`config.mk`:
```
export PLATFORM = sky130hd
export DESIGN_NAME = sram_lane_ctrl
export DESIGN_NICKNAME = d
export VERILOG_FILES = /design/src/rtl/sram_lane_pkg.sv /design/src/rtl/sram_cyc_timer.sv /design/src/rtl/sram_lane_fsm.sv /design/src/rtl/sram_lane_datapath.sv /design/src/rtl/sram_lane_ctrl.sv
export SDC_FILE = /design/constraint.sdc
export NUM_CORES = 1
export LEC_CHECK = 0
export BUFFER_PORTS_ARGS = -buffer_cell sky130_fd_sc_hd__buf_2
export CORE_ASPECT_RATIO = 0.8
export CORE_MARGIN = 1.5
export CORE_UTILIZATION = 30
export CTS_CLUSTER_SIZE = 40
export DETAILED_ROUTE_END_ITERATION = 8
export GPL_TIMING_DRIVEN = 0
export PLACE_DENSITY = 0.59
export RECOVER_POWER = 100
export SETUP_SLACK_MARGIN = 0.05
export SLEW_MARGIN = 20
export SYNTH_ARGS = -nofsm -noshare
export SYNTH_HDL_FRONTEND = slang
export SYNTH_SLANG_ARGS = --single-unit
export TNS_END_PERCENT = 1
```
`constraint.sdc`:
```
create_clock -name clk -period 3.35 [get_ports clk]
set_input_delay 0.67 -clock clk [delete_from_list [all_inputs] [get_ports clk]]
set_output_delay 0.67 -clock clk [all_outputs]
set_load 0.02 [all_outputs]
```
`src/rtl/sram_lane_pkg.sv`:
```
`timescale 1ns/1ps
package sram_lane_pkg;

    typedef enum logic [2:0] {
        ST_IDLE    = 3'd0,
        ST_WSETUP  = 3'd1,
        ST_WPULSE  = 3'd2,
        ST_WHOLD   = 3'd3,
        ST_RACCESS = 3'd4,
        ST_RTURN   = 3'd5
    } ctl_state_e;

    // whole cycles needed to cover a minimum time, rounded up
    function automatic int ceil_cycles(input int t_ps, input int clk_ps);
        return (t_ps + clk_ps - 1) / clk_ps;
    endfunction

    function automatic int imax(input int a, input int b);
        return (a > b) ? a : b;
    endfunction

endpackage

```
`src/rtl/sram_cyc_timer.sv`:
```
`timescale 1ns/1ps
module sram_cyc_timer #(
    parameter int W = 2
) (
    input  logic         clk,
    input  logic         rst_n,
    input  logic         load,
    input  logic [W-1:0] load_val,
    output logic         expired
);

    logic [W-1:0] cnt_q;

    always_ff @(posedge clk or negedge rst_n) begin
        if (!rst_n) begin
            cnt_q <= '0;
        end else if (load) begin
            cnt_q <= load_val;
        end else if (cnt_q != '0) begin
            cnt_q <= cnt_q - 1'b1;
        end
    end

    assign expired = (cnt_q == '0);

endmodule

```
`src/rtl/sram_lane_fsm.sv`:
```
`timescale 1ns/1ps
module sram_lane_fsm
    import sram_lane_pkg::*;
#(
    parameter int LANES  = 2,
    parameter int RD_CYC = 3,
    parameter int WE_CYC = 2,
    parameter int TA_CYC = 1,
    parameter int CNT_W  = 2
) (
    input  logic             clk,
    input  logic             rst_n,
    input  logic             req_valid,
    input  logic             req_write,
    input  logic [LANES-1:0] req_mask,
    input  logic [LANES-1:0] hold_mask,
    output logic             req_ready,
    output logic             accept,
    output logic             capture,
    output logic             null_rd,
    output logic             tmr_load,
    output logic [CNT_W-1:0] tmr_val,
    input  logic             tmr_expired,
    output logic             rsp_valid,
    output logic             mem_ce_n,
    output logic             mem_we_n,
    output logic             mem_oe_n,
    output logic [LANES-1:0] mem_be_n,
    output logic             mem_dq_oe
);

    localparam logic [CNT_W-1:0] RD_LOAD = CNT_W'(RD_CYC - 1);
    localparam logic [CNT_W-1:0] WE_LOAD = CNT_W'(WE_CYC - 1);
    localparam logic [CNT_W-1:0] TA_LOAD = CNT_W'((TA_CYC > 0) ? TA_CYC - 1 : 0);

    ctl_state_e state_q, state_nx;
    logic [LANES-1:0] mask_nx;
    logic nx_write, nx_read;

    // state register
    always_ff @(posedge clk or negedge rst_n) begin
        if (!rst_n) begin
            state_q <= ST_IDLE;
        end else begin
            state_q <= state_nx;
        end
    end

    assign req_ready = (state_q == ST_IDLE);

    // next state and strobes
    always_comb begin
        state_nx = state_q;
        accept   = 1'b0;
        capture  = 1'b0;
        null_rd  = 1'b0;
        tmr_load = 1'b0;
        tmr_val  = '0;
        unique case (state_q)
            ST_IDLE: begin
                if (req_valid) begin
                    accept = 1'b1;
                    if (req_mask == '0) begin
                        null_rd = !req_write;
                    end else if (req_write) begin
                        state_nx = ST_WSETUP;
                    end else begin
                        state_nx = ST_RACCESS;
                        tmr_load = 1'b1;
                        tmr_val  = RD_LOAD;
                    end
                end
            end
            ST_WSETUP: begin
                state_nx = ST_WPULSE;
                tmr_load = 1'b1;
                tmr_val  = WE_LOAD;
            end
            ST_WPULSE: begin
                if (tmr_expired) begin
                    state_nx = ST_WHOLD;
                end
            end
            ST_WHOLD: begin
                state_nx = ST_IDLE;
            end
            ST_RACCESS: begin
                if (tmr_expired) begin
                    capture = 1'b1;
                    if (TA_CYC == 0) begin
                        state_nx = ST_IDLE;
                    end else begin
                        state_nx = ST_RTURN;
                        tmr_load = 1'b1;
                        tmr_val  = TA_LOAD;
                    end
                end
            end
            ST_RTURN: begin
                if (tmr_expired) begin
                    state_nx = ST_IDLE;
                end
            end
            default: begin
                state_nx = ST_IDLE;
            end
        endcase
    end

    assign mask_nx  = accept ? req_mask : hold_mask;
    assign nx_write = (state_nx == ST_WSETUP) || (state_nx == ST_WPULSE) || (state_nx == ST_WHOLD);
    assign nx_read  = (state_nx == ST_RACCESS);

    // registered memory-side outputs
    always_ff @(posedge clk or negedge rst_n) begin
        if (!rst_n) begin
            mem_ce_n  <= 1'b1;
            mem_we_n  <= 1'b1;
            mem_oe_n  <= 1'b1;
            mem_be_n  <= '1;
            mem_dq_oe <= 1'b0;
            rsp_valid <= 1'b0;
        end else begin
            mem_ce_n  <= !(nx_write || nx_read);
            mem_we_n  <= !(state_nx == ST_WPULSE);
            mem_oe_n  <= !nx_read;
            mem_be_n  <= (nx_write || nx_read) ? ~mask_nx : '1;
            mem_dq_oe <= nx_write;
            rsp_valid <= capture || null_rd;
        end
    end

    logic [CNT_W:0] we_run_q;
    always_ff @(posedge clk or negedge rst_n) begin
        if (!rst_n) begin
            we_run_q <= '0;
        end else if (!mem_we_n) begin
            we_run_q <= we_run_q + 1'b1;
        end else begin
            we_run_q <= '0;
        end
    end


    idle_powerdown_chk: assert property (@(posedge clk) disable iff (!rst_n)
        req_ready |-> (mem_ce_n && mem_we_n && mem_oe_n && !mem_dq_oe && (&mem_be_n)));

    write_ctl_chk: assert property (@(posedge clk) disable iff (!rst_n)
        !mem_we_n |-> (!mem_ce_n && mem_oe_n && mem_dq_oe));

    drive_hold_chk: assert property (@(posedge clk) disable iff (!rst_n)
        $fell(mem_dq_oe) |-> $past(mem_we_n));

    we_width_chk: assert property (@(posedge clk) disable iff (!rst_n)
        $rose(mem_we_n) |-> (we_run_q == (CNT_W+1)'(WE_CYC)));

    read_ctl_chk: assert property (@(posedge clk) disable iff (!rst_n)
        !mem_oe_n |-> (!mem_ce_n && mem_we_n && !mem_dq_oe));

    lane_any_chk: assert property (@(posedge clk) disable iff (!rst_n)
        !mem_ce_n |-> !(&mem_be_n));

    turnaround_chk: assert property (@(posedge clk) disable iff (!rst_n)
        $rose(mem_dq_oe) |-> ($past(mem_oe_n) && $past(mem_oe_n, 2)));

    busy_ready_chk: assert property (@(posedge clk) disable iff (!rst_n)
        !mem_ce_n |-> !req_ready);

endmodule

```
`src/rtl/sram_lane_datapath.sv`:
```
`timescale 1ns/1ps
module sram_lane_datapath #(
    parameter int ADDR_W = 16,
    parameter int DATA_W = 16,
    parameter int LANES  = 2
) (
    input  logic              clk,
    input  logic              rst_n,
    input  logic              accept,
    input  logic [ADDR_W-1:0] req_addr,
    input  logic [DATA_W-1:0] req_wdata,
    input  logic [LANES-1:0]  req_mask,
    input  logic              capture,
    input  logic              null_rd,
    input  logic              rsp_valid,
    input  logic [DATA_W-1:0] mem_dq_in,
    output logic [ADDR_W-1:0] hold_addr,
    output logic [DATA_W-1:0] hold_wdata,
    output logic [LANES-1:0]  hold_mask,
    output logic [DATA_W-1:0] rsp_rdata
);

    logic [DATA_W-1:0] lane_bits;

    // request capture
    always_ff @(posedge clk or negedge rst_n) begin
        if (!rst_n) begin
            hold_addr  <= '0;
            hold_wdata <= '0;
            hold_mask  <= '0;
        end else if (accept) begin
            hold_addr  <= req_addr;
            hold_wdata <= req_wdata;
            hold_mask  <= req_mask;
        end
    end

    // per-lane read capture, disabled lanes forced to zero
    for (genvar g = 0; g < LANES; g++) begin : g_lane
        logic [7:0] lane_q;
        always_ff @(posedge clk or negedge rst_n) begin
            if (!rst_n) begin
                lane_q <= 8'h00;
            end else if (capture) begin
                lane_q <= hold_mask[g] ? mem_dq_in[g*8 +: 8] : 8'h00;
            end else if (null_rd) begin
                lane_q <= 8'h00;
            end
        end
        assign rsp_rdata[g*8 +: 8] = lane_q;
        assign lane_bits[g*8 +: 8] = {8{hold_mask[g]}};
    end


    lane_zero_chk: assert property (@(posedge clk) disable iff (!rst_n)
        rsp_valid |-> ((rsp_rdata & ~lane_bits) == '0));

endmodule

```
`src/rtl/sram_lane_ctrl.sv`:
```
`timescale 1ns/1ps
module sram_lane_ctrl
    import sram_lane_pkg::*;
#(
    parameter int ADDR_W      = 16,
    parameter int DATA_W      = 16,
    parameter int CLK_PS      = 5000,
    parameter int T_ACC_PS    = 15000,
    parameter int T_WPULSE_PS = 10000,
    parameter int T_WCYCLE_PS = 15000,
    parameter int TA_CYC      = 1
) (
    input  logic              clk,
    input  logic              rst_n,
    input  logic              req_valid,
    output logic              req_ready,
    input  logic              req_write,
    input  logic [ADDR_W-1:0] req_addr,
    input  logic [DATA_W-1:0] req_wdata,
    input  logic [1:0]        req_mask,
    output logic              rsp_valid,
    output logic [DATA_W-1:0] rsp_rdata,
    output logic [ADDR_W-1:0] mem_addr,
    output logic [DATA_W-1:0] mem_dq_out,
    output logic              mem_dq_oe,
    input  logic [DATA_W-1:0] mem_dq_in,
    output logic              mem_ce_n,
    output logic              mem_we_n,
    output logic              mem_oe_n,
    output logic              mem_ub_n,
    output logic              mem_lb_n
);

    localparam int LANES  = DATA_W / 8;
    localparam int RD_CYC = imax(1, ceil_cycles(T_ACC_PS, CLK_PS));
    localparam int WP_CYC = imax(1, ceil_cycles(T_WPULSE_PS, CLK_PS));
    localparam int WC_CYC = ceil_cycles(T_WCYCLE_PS, CLK_PS);
    localparam int WE_CYC = imax(WP_CYC, WC_CYC - 2);
    localparam int CNT_W  = imax(1, $clog2(imax(imax(RD_CYC, WE_CYC), TA_CYC) + 1));

    logic             accept, capture, null_rd;
    logic             tmr_load, tmr_expired;
    logic [CNT_W-1:0] tmr_val;
    logic [LANES-1:0] hold_mask, be_n;

    sram_lane_fsm #(
        .LANES  (LANES),
        .RD_CYC (RD_CYC),
        .WE_CYC (WE_CYC),
        .TA_CYC (TA_CYC),
        .CNT_W  (CNT_W)
    ) u_fsm (
        .clk         (clk),
        .rst_n       (rst_n),
        .req_valid   (req_valid),
        .req_write   (req_write),
        .req_mask    (req_mask),
        .hold_mask   (hold_mask),
        .req_ready   (req_ready),
        .accept      (accept),
        .capture     (capture),
        .null_rd     (null_rd),
        .tmr_load    (tmr_load),
        .tmr_val     (tmr_val),
        .tmr_expired (tmr_expired),
        .rsp_valid   (rsp_valid),
        .mem_ce_n    (mem_ce_n),
        .mem_we_n    (mem_we_n),
        .mem_oe_n    (mem_oe_n),
        .mem_be_n    (be_n),
        .mem_dq_oe   (mem_dq_oe)
    );

    sram_cyc_timer #(.W(CNT_W)) u_tmr (
        .clk      (clk),
        .rst_n    (rst_n),
        .load     (tmr_load),
        .load_val (tmr_val),
        .expired  (tmr_expired)
    );

    sram_lane_datapath #(
        .ADDR_W (ADDR_W),
        .DATA_W (DATA_W),
        .LANES  (LANES)
    ) u_dp (
        .clk        (clk),
        .rst_n      (rst_n),
        .accept     (accept),
        .req_addr   (req_addr),
        .req_wdata  (req_wdata),
        .req_mask   (req_mask),
        .capture    (capture),
        .null_rd    (null_rd),
        .rsp_valid  (rsp_valid),
        .mem_dq_in  (mem_dq_in),
        .hold_addr  (mem_addr),
        .hold_wdata (mem_dq_out),
        .hold_mask  (hold_mask),
        .rsp_rdata  (rsp_rdata)
    );

    assign mem_ub_n = be_n[LANES-1];
    assign mem_lb_n = be_n[0];


    addr_stable_chk: assert property (@(posedge clk) disable iff (!rst_n)
        (!mem_ce_n && $past(!mem_ce_n)) |-> $stable(mem_addr));

    lane_enable_chk: assert property (@(posedge clk) disable iff (!rst_n)
        (!mem_ce_n && !mem_ub_n) |-> hold_mask[1]);

endmodule

```
==> flow_summary.rst <==
.. list-table::
   :header-rows: 1

   * - Metric
     - Value
   * - Sum Neg Setup Slack
     - 0 ns
   * - Initial core utilization
     - 30.7%
   * - ANT nets after route
     - 0
   * - First-pass GRT wire length
     - 9160 microns
   * - Count of unresolved DRC violations after routing
     - 0
   * - Cells taking the most area after synthesis
     - sky130_fd_sc_hd__dfrtp_1, sky130_fd_sc_hd__mux2_2, sky130_fd_sc_hd__nand2_1
   * - Tightest Pin Transition
     - 1.15 ns
   * - Final Net Count
     - 379
   * - Maximum fanout encountered on the critical timing path
     - 10
   * - Register bit total from synthesis
     - 62
   * - Smallest setup slack after layout
     - 1.00 ns
   * - Outcome
     - completed
   * - Pre-CTS WS
     - 1.50 ns
   * - Buffer count from post-CTS setup fixing
     - 0
   * - Average cell area after synthesis
     - 12.7 sq um
   * - Post-CTS clock slew at the launch and capture registers of the worst setup and hold paths
     - 0.07 ns
   * - Area delta synth->final
     - 28.8%
   * - Synth unique cells
     - 28
   * - Yosys warnings
     - 0
   * - H-tree depth reported by CTS
     - 3
   * - Leakage power summed over all cells
     - 1.49 nW
   * - Synth area leader
     - sky130_fd_sc_hd__dfrtp_1
   * - Share of power burned in the clock network
     - 17.6%
   * - Min-delay worst type
     - input port to async pin
   * - Switching Fraction
     - 40.3%
   * - Final max-slew violation count
     - 0
   * - Combinational fraction of design power
     - 44.2%
   * - Syn nets
     - 258
   * - Height of the die
     - 86.0 microns
   * - Antenna cells
     - 0
   * - Count of standard-cell rows
     - 30
   * - Number of buffers inserted by port buffering
     - 109
   * - TritonCTS sink count
     - 62
   * - Worst clock skew on the final layout
     - 0.00712 ns
   * - CTS Buf Count
     - 9
   * - Global route total overflow
     - 0
   * - Net Sw Power
     - 1.32 mW
   * - Dpl cells
     - 425
   * - Share of synthesized registers carrying an async set or reset
     - 100%
   * - TritonCTS clock tree
     - built
   * - Fill cell count
     - 860
   * - Gate Count Post-Synth
     - 203
   * - Clock network latency to the later pin of the worst-skew pair
     - 0.33 ns
   * - Number of optimization iterations in the first detailed-route pass
     - 4
   * - EDFF count, synth
     - 0
   * - Routed via count
     - 1943
   * - Number of antenna violations at the first check in global routing
     - 0
   * - Max VDD drop
     - 0.359 mV
   * - Buffer type at the clock tree root
     - sky130_fd_sc_hd__clkbuf_8
   * - Top-area cell type share of the netlist area
     - 55.2%
   * - Overall power consumption
     - 3.28 mW
   * - Most common flop cell mapped by yosys
     - sky130_fd_sc_hd__dfrtp_1
   * - CTS Hold Buffers Added
     - 0
   * - CTS-repair resized insts
     - 0
   * - Crit share post-route
     - 70.1%
   * - Sequential Power Share
     - 38.2%
   * - Combined global-route utilization of all metal layers
     - 12.9%
   * - Routed wirelength normalized by instance count
     - 13.1 microns
   * - Number of setup violations in the final report
     - 0
   * - Routability cong.
     - 0.711
   * - Core outline area
     - 8410 sq um
   * - Final Hold Viols
     - 0
   * - Sequential-to-total area share from yosys stat
     - 60.3%
   * - Overall die area
     - 9190 sq um
   * - Total power density per cell area
     - 985 nW/um^2
   * - Critical path startpoint category
     - register
   * - Violation count after the first detailed-route iteration
     - 74
   * - Type of element capturing the critical path
     - register
   * - Achievable Freq
     - 0.426 GHz
   * - Worst slew margin relative to its limit
     - 23.0%
   * - Vias per Instance
     - 4.42
   * - Req. time, crit path
     - 3.54 ns
   * - Post-route minimum period
     - 2.35 ns
   * - Total wire length after detailed routing
     - 5760 microns
   * - Internal Dissipation
     - 1.96 mW
   * - Worst endpoint data arrival time
     - 2.54 ns
   * - Fraction of final layout cells with drive strength greater than 1
     - 34.8%
   * - Maximum number of pins on one net before global-route repair
     - 48
   * - Cell Area, Synth
     - 2580 sq um
   * - Chip width
     - 107 microns
   * - Vias in the first global route
     - 1915
   * - Setup repair after global routing missed its margin
     - false
   * - Post-layout instance count excluding filler cells
     - 440
   * - Number of primary I/O pins
     - 110
   * - Maximum root-to-sink buffer count
     - 2
   * - Detailed placer's ending HPWL
     - 4140 microns
   * - Crit Path Category
     - register to register
   * - MaxCap Viol Count
     - 0
==> power groups by stage <==
stage	Clock [mW]	Combinational (mW)	Sequential (mW)
3_5_place_dp	0	1.60	1.26
5_1_grt	0.648	1.57	1.30
6_report	0.576	1.45	1.25
3_3_place_gp	0	1.57	1.24
4_1_cts	0.607	1.60	1.25
2_1_floorplan	0	0.719	1.63
==> state kept, by name (all words and copies together) (netlist names) <==
register	cells
u_dp.g_lane.lane_q	16
u_dp.hold_addr	16
u_dp.hold_mask	2
u_dp.hold_wdata	16
u_fsm.mem_be_n	2
u_fsm.mem_ce_n	1
u_fsm.mem_dq_oe	1
u_fsm.mem_oe_n	1
u_fsm.mem_we_n	1
u_fsm.rsp_valid	1
u_fsm.state_q	3
u_tmr.cnt_q	2
==> metrics by stage <==
step | hold WS (ns) | area [sq um] | util (%)
5_1_grt | 0.463 | 3330 | 39.6
3_3_place_gp | 0.485 | 3270 | 38.9
2_1_floorplan | 0.374 | 2580 | -
6_report | 0.408 | 3330 | 39.6
4_1_cts | 0.182 | 3470 | 41.3
3_5_place_dp | 0.489 | 3300 | 39.3
==> worst paths after layout <==
kind	endpoint	slack (ns)	from	cells past startpoint
hold / removal	u_fsm.state_q[1]	0.41	rst_n	1
hold reg to reg	u_dp.hold_addr[2]	0.50	u_dp.hold_addr[2]	1
setup / recovery	u_tmr.cnt_q[0]	1.00	u_fsm.state_q[1]	5
max in group asynchronous	u_dp.hold_wdata[5]	1.32	rst_n	2
min in group clk	u_dp.hold_addr[2]	0.50	u_dp.hold_addr[2]	1
setup reg to reg	u_tmr.cnt_q[0]	1.00	u_fsm.state_q[1]	5
==> metal layers <==
layer  track usage (%)  vias up  wire (microns)
met1              16.5      928            2620
met4              3.27        0              57
met2              20.1       70            2630
met3              5.55        9             449
li1                  -      936               -
met5                 0        -               0
==> cells by family after synthesis <==
| group | after synthesis | synth area share, % |
|---|---|---|
| mux | 34 | 14.8 |
| fa+ha+maj | 1 | 0.484 |
| flops | 62 | 60.3 |
| xor+xnor | 2 | 0.678 |
| buf+inv | 18 | 5.57 |
| compound gates | 28 | 6.58 |
| simple gates | 58 | 11.6 |
==> worst max-delay path, cell delays in order, from the launching register on <==
cell and delay, ns:
sky130_fd_sc_hd__dfrtp_1 0.36, sky130_fd_sc_hd__clkbuf_1 0.18, sky130_fd_sc_hd__nor4b_1 0.46, sky130_fd_sc_hd__clkbuf_1 0.57, sky130_fd_sc_hd__nor3b_1 0.47, sky130_fd_sc_hd__o21ai_0 0.16
==> cell usage in the layout, fill, tap and decap left out, drive strengths merged, types with 2 or more instances in the layout <==
master	count
clkbuf	78
buf	59
dfrtp	57
nand2	37
mux2	34
o22ai	16
nor2	6
o21ai	6
nand2b	5
dfstp	5
nor3	3
a21oi	3
clkinv	3
inv	2
and2	2
xnor2	2
==> Yosys cell counts, drive strengths merged, types with 2 or more instances <==
library cell	instances
and2	2
nor2	6
mux2	34
dfrtp	57
o22ai	16
inv	2
nand2b	5
buf	13
nand2	37
o21ai	6
nor3	3
clkbuf	3
xnor2	2
a21oi	3
dfstp	5
==> area by class of cell <==
| class | count | area, sq um | area share, % |
|---|---|---|---|
| clock inverter | 4 | 22.5 | 0.676 |
| timing repair buffer | 110 | 479 | 14.4 |
| tap | 112 | 140 | 4.21 |
| multi-input combinational | 123 | 857 | 25.7 |
| sequential | 62 | 1560 | 46.8 |
| buffer | 16 | 115 | 3.46 |
| clock buffer | 11 | 151 | 4.55 |
| inverter | 2 | 7.51 | 0.225 |
Note: power is estimated with default switching activity, not from simulation.
